--- src/rtl/nt_act_pkg.sv ---
package nt_act_pkg;

    typedef enum logic [1:0] {
        ST_DEACT      = 2'b00,
        ST_PEND_ACT   = 2'b01,
        ST_PEND_DEACT = 2'b10,
        ST_ACT        = 2'b11
    } act_state_e;

    typedef enum logic [1:0] {
        SIG_IDLE         = 2'b00,
        SIG_SYNC_FRAME   = 2'b01,
        SIG_NORMAL_FRAME = 2'b10
    } line_sig_e;

    typedef struct packed {
        logic act;
        logic deact;
    } req_evt_t;

    typedef struct packed {
        line_sig_e sig;
        logic      a_bit;
        logic      pass_data;
    } line_ctl_t;

    function automatic line_ctl_t decode_state(act_state_e s);
        line_ctl_t c;
        c.sig       = SIG_IDLE;
        c.a_bit     = 1'b0;
        c.pass_data = 1'b0;
        case (s)
            ST_PEND_ACT: c.sig = SIG_SYNC_FRAME;
            ST_ACT: begin
                c.sig       = SIG_NORMAL_FRAME;
                c.a_bit     = 1'b1;
                c.pass_data = 1'b1;
            end
            default: c.sig = SIG_IDLE;
        endcase
        return c;
    endfunction

endpackage

--- src/rtl/nt_act_req_sampler.sv ---
module nt_act_req_sampler
    import nt_act_pkg::*;
(
    input  logic     clk,
    input  logic     rst,
    input  logic     frame_strobe,
    input  logic     act_req,
    input  logic     deact_req,
    output req_evt_t evt
);

    req_evt_t evt_q;

    always_ff @(posedge clk) begin
        if (rst) begin
            evt_q <= '0;
        end else if (frame_strobe) begin
            evt_q.deact <= deact_req;
            evt_q.act   <= act_req & ~deact_req;
        end else begin
            evt_q <= '0;
        end
    end

    assign evt = evt_q;

    a_r10_no_evt_without_strobe: assert property (@(posedge clk) disable iff (rst)
        !frame_strobe |=> (evt == '0));

    a_r11_deact_wins: assert property (@(posedge clk) disable iff (rst)
        (frame_strobe && act_req && deact_req) |=> (evt.deact && !evt.act));

endmodule

--- src/rtl/nt_act_timer.sv ---
module nt_act_timer #(
    parameter int TIMEOUT_TICKS = 32
) (
    input  logic clk,
    input  logic rst,
    input  logic run,
    input  logic tick,
    output logic expire
);

    localparam int CW = $clog2(TIMEOUT_TICKS + 1);
    localparam logic [CW-1:0] LAST = CW'(TIMEOUT_TICKS - 1);

    logic [CW-1:0] count;

    always_ff @(posedge clk) begin
        if (rst || !run) begin
            count <= '0;
        end else if (tick && count != LAST) begin
            count <= count + 1'b1;
        end
    end

    assign expire = run && tick && (count == LAST);

    a_r7_idle_clears: assert property (@(posedge clk) disable iff (rst)
        !run |=> (count == '0));

    a_r7_no_early_expire: assert property (@(posedge clk) disable iff (rst)
        (run && !tick) |-> !expire);

endmodule

--- src/rtl/nt_act_fsm.sv ---
module nt_act_fsm
    import nt_act_pkg::*;
(
    input  logic       clk,
    input  logic       rst,
    input  req_evt_t   evt,
    input  logic       bus_active,
    input  logic       frame_sync,
    input  logic       timer_expire,
    output act_state_e state
);

    act_state_e state_q, state_d;

    always_comb begin
        state_d = state_q;
        case (state_q)
            ST_DEACT: begin
                if (!evt.deact && (evt.act || bus_active)) state_d = ST_PEND_ACT;
            end
            ST_PEND_ACT: begin
                if (evt.deact)       state_d = ST_PEND_DEACT;
                else if (frame_sync) state_d = ST_ACT;
            end
            ST_ACT: begin
                if (evt.deact)        state_d = ST_PEND_DEACT;
                else if (!frame_sync) state_d = ST_PEND_ACT;
            end
            ST_PEND_DEACT: begin
                if (timer_expire || !bus_active) state_d = ST_DEACT;
            end
            default: state_d = ST_DEACT;
        endcase
    end

    always_ff @(posedge clk) begin
        if (rst) state_q <= ST_DEACT;
        else     state_q <= state_d;
    end

    assign state = state_q;

    a_r1_reset_deact: assert property (@(posedge clk)
        rst |=> (state_q == ST_DEACT));

    a_r4_sync_activates: assert property (@(posedge clk) disable iff (rst)
        (state_q == ST_PEND_ACT && !evt.deact && frame_sync) |=> (state_q == ST_ACT));

    a_r5_sync_loss: assert property (@(posedge clk) disable iff (rst)
        (state_q == ST_ACT && !evt.deact && !frame_sync) |=> (state_q == ST_PEND_ACT));

    a_r6_deact_request: assert property (@(posedge clk) disable iff (rst)
        ((state_q == ST_PEND_ACT || state_q == ST_ACT) && evt.deact) |=> (state_q == ST_PEND_DEACT));

    a_r8_silence_ends: assert property (@(posedge clk) disable iff (rst)
        (state_q == ST_PEND_DEACT && !bus_active) |=> (state_q == ST_DEACT));

endmodule

--- src/rtl/nt_act_ctrl.sv ---
module nt_act_ctrl
    import nt_act_pkg::*;
#(
    parameter int DATA_W        = 8,
    parameter int TIMEOUT_TICKS = 32
) (
    input  logic              clk,
    input  logic              rst,
    input  logic              frame_strobe,
    input  logic              act_req,
    input  logic              deact_req,
    input  logic              bus_active,
    input  logic              frame_sync,
    input  logic              ms_tick,
    input  logic [DATA_W-1:0] ser_data_in,
    output logic [DATA_W-1:0] line_data_out,
    output logic [1:0]        line_sig,
    output logic              a_bit,
    output logic [1:0]        state_code
);

    req_evt_t   evt;
    act_state_e state;
    logic       expire;
    line_ctl_t  ctl;

    nt_act_req_sampler u_sampler (
        .clk          (clk),
        .rst          (rst),
        .frame_strobe (frame_strobe),
        .act_req      (act_req),
        .deact_req    (deact_req),
        .evt          (evt)
    );

    nt_act_timer #(.TIMEOUT_TICKS(TIMEOUT_TICKS)) u_timer (
        .clk    (clk),
        .rst    (rst),
        .run    (state == ST_PEND_DEACT),
        .tick   (ms_tick),
        .expire (expire)
    );

    nt_act_fsm u_fsm (
        .clk          (clk),
        .rst          (rst),
        .evt          (evt),
        .bus_active   (bus_active),
        .frame_sync   (frame_sync),
        .timer_expire (expire),
        .state        (state)
    );

    assign ctl           = decode_state(state);
    assign line_sig      = ctl.sig;
    assign a_bit         = ctl.a_bit;
    assign state_code    = state;
    assign line_data_out = ctl.pass_data ? ser_data_in : '0;

    a_r9_gate_closed: assert property (@(posedge clk) disable iff (rst)
        (state_code != 2'b11) |-> (line_data_out == '0));

    a_r4_abit_follows_frame: assert property (@(posedge clk) disable iff (rst)
        a_bit |-> (line_sig == 2'b10));

endmodule

--- config.mk ---
export PLATFORM = sky130hd
export DESIGN_NAME = nt_act_ctrl
export DESIGN_NICKNAME = d
export VERILOG_FILES = /design/src/rtl/nt_act_pkg.sv /design/src/rtl/nt_act_req_sampler.sv /design/src/rtl/nt_act_timer.sv /design/src/rtl/nt_act_fsm.sv /design/src/rtl/nt_act_ctrl.sv
export SDC_FILE = /design/constraint.sdc
export NUM_CORES = 1
export LEC_CHECK = 0
export ABC_AREA = 1
export BUFFER_PORTS_ARGS = -buffer_cell sky130_fd_sc_hd__buf_2
export CAP_MARGIN = 30
export CORE_MARGIN = 3
export CORE_UTILIZATION = 44
export DETAILED_ROUTE_END_ITERATION = 7
export GPL_TIMING_DRIVEN = 0
export PLACE_DENSITY = 0.77
export SLEW_MARGIN = 5
export SYNTH_ARGS = -nofsm -noshare
export SYNTH_HDL_FRONTEND = slang
export SYNTH_SLANG_ARGS = --single-unit
--- constraint.sdc ---
create_clock -name clk -period 1.4 [get_ports clk]
set_input_delay 0.21 -clock clk [delete_from_list [all_inputs] [get_ports clk]]
set_output_delay 0.21 -clock clk [all_outputs]
set_load 0.05 [all_outputs]
* Yosys cells after proc, flatten, opt, wreduce, memory -nomap -nowiden
Index checks and enable logic that the tools add are counted.
** Operators by class
- Add/subtract/negate cells :: 1
- Equality and inequality tests :: 9
- Muxes and demuxes :: 10
- Bitwise operators :: 3
- Reductions and logical operators :: 13
** Operators with widths (number)
- $mux W2 :: 7
- $mux W8 :: 1
- $pmux W2 S4 :: 1
- $add A6 B1 Y6 const B :: 1
- $eq A6 B5 Y1 const B :: 1
- $ne A3 B3 Y1 const B :: 2
- $ne A6 B5 Y1 const B :: 1
- $eq A2 B2 Y1 const B :: 2
- $logic_and A1 B1 Y1 :: 4
- $ne A2 B1 Y1 const B :: 2
- $pmux W2 S2 :: 1
- $reduce_and A4 Y1 :: 1
- $logic_not A1 Y1 :: 3
- $logic_or A1 B1 Y1 :: 3
- $eq A2 B1 Y1 const B :: 1
- $logic_not A2 Y1 :: 1
- $not A1 Y1 :: 2
- $reduce_or A2 Y1 :: 1
- $and A1 B1 Y1 :: 1
** Word-level totals
- Flip-flop bits (word level) :: 10
- Output and inout port bits :: 13
- Word-level logic and storage cells :: 40

* Longest topological paths before layout
- Depth in word-level cells :: 6
- Depth in mapped cells :: 10
- Depth with buffers taken out :: 9

* Cells and area by module
Synthesis repeated with hierarchy kept, for this count alone.
** Second synthesis, totals
- Cells, all modules :: 106
- Area, all modules :: 660.6 µm²
** By module, submodules not included
- nt_act_timer :: instances 1, cells each 50, area each 340.3 µm², seq. area each 120.1 µm²
- nt_act_fsm :: instances 1, cells each 25, area each 160.2 µm², seq. area each 40.0 µm²
- nt_act_ctrl :: instances 1, cells each 23, area each 92.6 µm², seq. area each 0.0 µm²
- nt_act_req_sampler :: instances 1, cells each 8, area each 67.6 µm², seq. area each 40.0 µm²

* Least setup slack after synthesis
OpenSTA, ideal clock, no wires.
- Kind :: register to output
- From :: reg u_fsm.state_q[1], in the netlist u_fsm.state[1]
- To :: out line_data_out[0]
- Arrival time :: 1.722 ns
- Data required time :: 1.190 ns
- Path slack :: -0.532 ns
- Stages on the path, launching flop included :: 4
- Buffers on the path :: 1
- Path through :: dfxtp_1 > buf_2 > nand2_1 > nor2_1
** Between the ends
- Cells in the longest elaborated chain, start to end :: 3
** Ends and longest elaborated chain
- start: declaration :: RTL line nt_act_fsm.sv:13 : act_state_e state_q, state_d;
- start signal: assignment :: RTL line nt_act_fsm.sv:38 : else state_q <= state_d;
- $eq A2 B2 Y1 :: RTL line nt_act_pkg.sv:32 : case (s)
- $mux W2 :: RTL line nt_act_pkg.sv:32
- $mux W8 :: RTL line nt_act_ctrl.sv:58 : assign line_data_out = ctl.pass_data ? ser_data_in : '0;
- end: declaration :: RTL line nt_act_ctrl.sv:16 : output logic [DATA_W-1:0] line_data_out,
No other way between the ends.

* Final worst setup path
- From :: reg u_fsm.state_q[1], in the netlist u_fsm.state[1]
- To :: out a_bit
** Between the ends
- Cells in the longest elaborated chain, start to end :: 2
** Ends and longest elaborated chain
- $eq A2 B2 Y1 :: RTL line nt_act_pkg.sv:32
- $mux W2 :: RTL line nt_act_pkg.sv:32
- end: declaration :: RTL line nt_act_ctrl.sv:18 : output logic a_bit,
No other way between the ends.

==> flow_summary.yaml <==
clock_network:
  numCtsBuffers: 3
  cts_root_buffer: "clkbuf_4"
  clk_latency_ps: 270
  clock_path_buffers: 2
  cts_sinks: 10
  htree_levels: 1
  cts_tree: "built"
  clk_pin_slew_ps: 70
placed_design:
  place_congestion: 0.870
  dpl_cell_area_sq_um: 835
  dp.cells: 144
  numPortBuffers: 28
  dp_hpwl_um: 1040
floorplan:
  die_h_um: 43.5
  pin_count: 29
  num_rows: 12
  die_area_sq_um: 1890
  core_sq_um: 1220
  start_util: 0.509
  die_w_um: 43.5
yosys:
  ys_types: 20
  synth_warnings: 0
  syn-instance-count: 102
  yosysSeqAreaShare: 0.323
  synthesis.area_sq_um: 619
  syn_nets: 119
  synth.avg_cell_area_sq_um: 6.07
  yosysTopAreaCellShare: 0.323
  synth_area_leaders: "dfxtp_1, nor2_1, inv_1"
  synth_seq_cells: 10
  synth.largest_area_cell: "dfxtp_1"
cells_and_area:
  instances_no_fill: 149
  area_growth_pct: 46.1
  mostFrequentLayoutCells: "buf_2, inv_1, nand2_1, nor2_1, nor2_2"
  final_common_cell: "buf_2"
  finalNetCount: 153
  postLayoutCellArea_sq_um: 905
  drive_above_1_share: 0.430
  n_antenna_cell: 0
timing:
  finalSetupViolations: 0
  clock.fmax_mhz: 753
  rsz0062_at_grt: "false"
  slew-limit-headroom: 0.756
  tightestPinTransition_ps: 364
  worst_clock_skew_ps: 4.29
  timing.final.max_slew_violations: 0
  finalHoldViolations: 0
  fin_setup_tns_ps: 0
  holdWs_ps: 100
  final.min_clock_period_ps: 1330
  period_share: 0.949
worst_hold_path:
  hold_path_class: "input pin to flop"
  whs_path_depth: 2
outcome:
  status: "complete, no violations"
detailed_routing:
  dr.first_iter.drc_count: 22
  ant_nets: 0
  drt-total-wl_um: 1490
  viasPerCell: 4.91
  dr.pass1.iters: 4
  vias: 732
  drc: 0
  wl_per_cell_um: 9.97
grt:
  antenna_found_initial: 0
  grt_max_degree: 10
  grt-ovfl-total: 0
  grt_pass1_vias: 609
  track_usage: 0.150
  grt_pass1_wl_um: 2190
worst_setup_path:
  critPathRequiredTime_ps: 1190
  path_class: "flop to output pin"
  r2r.worst_path.cells: 5
  end_kind: "output pin"
  worstPathArrival_ps: 1120
  crit_fanout: 7
  startpoint_type: "flop"
power:
  p_per_area_nw_per_um2: 1610
  vdd_drop_max_v: 0.000930
  p_leak_nw: 0.478
run:
  drv_cap: 0
what timing repair did:
action | CTS | global route
gates cloned | 1 | 0
pin swaps | 1 | 0
endpoints found under the setup margin | 10 | 8
resized for setup | 1 | 7
hold buffers | 0 | 0
buffers inserted | 0 | 1
final cells by class:
class	count	area (sq um)
Clock buffer	4	26.3
Timing Repair Buffer	29	156
Sequential cell	10	209
Inverter	22	86.3
Multi-Input combinational cell	69	394
Buffer	1	15.0
Tap cell	14	17.5
Fill cell	98	312
per-stage QoR:
step | utilization | worst slack [ps] | power, W
floorplan | - | 5.65 | 0.00103
global placement | 0.686 | 146 | 0.00116
detailed placement | 0.686 | 87.6 | 0.00117
CTS | 0.713 | 20.0 | 0.00139
global route | 0.744 | 18.5 | 0.00155
finish | 0.744 | 72.0 | 0.00145
cell families (layout without fill, tap and decap cells):
logic type                 count (synthesis)  after routing  share of synthesized area
and+or+nand+nor                           57             58                      0.412
buffers and inverters                     24             56                      0.154
AOI/OAI and AO/OA                         10             10                     0.0909
DFF                                       10             10                      0.323
adders and majority gates                  1              1                     0.0202
cell usage after synthesis, drive strengths merged:
| cell | count |
|---|---|
| nand3 | 9 |
| dfxtp | 10 |
| nand4 | 1 |
| buf | 2 |
| nand2 | 19 |
| nor2 | 26 |
| o21ai | 4 |
| a21oi | 5 |
| and3 | 1 |
| inv | 22 |
| or2 | 1 |
| a21boi | 1 |
| ha | 1 |
state kept, by name, summed over array words and instances (netlist names):
signal and flops:
u_fsm.state 2, u_timer.count 6, u_sampler.evt 2
power breakdown:
| group | internal, W | leakage [nW] | total [W] | switching, W |
|---|---|---|---|---|
| Combinational | 0.000242 | 0.380 | 0.000798 | 0.000556 |
| Sequential | 0.000341 | 0.0830 | 0.000440 | 0.0000991 |
| Clock | 0.000110 | 0.0150 | 0.000216 | 0.000106 |
| Total | 0.000694 | 0.478 | 0.00145 | 0.000761 |
per-layer routing:
metal  share of wire  track usage  up-vias
li1                -            -      376
met1            0.39        0.156      298
met2            0.45        0.274       49
met3            0.12       0.0290        9
met4           0.041       0.0904        0
met5               0            0        -
final timing paths:
kind                          from          endpoint  slack [ps]
hold reg to reg   u_timer.count[0]  u_timer.count[0]         510
setup / recovery    u_fsm.state[1]             a_bit          70
hold / removal           deact_req  u_sampler.evt[1]         100
setup reg to reg    u_fsm.state[1]  u_timer.count[3]          80
critical path, cell delays in order (launching register included):
cell and delay [ps]:
dfxtp_4 430, nand2_8 80, clkinvlp_4 80, buf_2 250
Power figures use the tool's default switching activity.
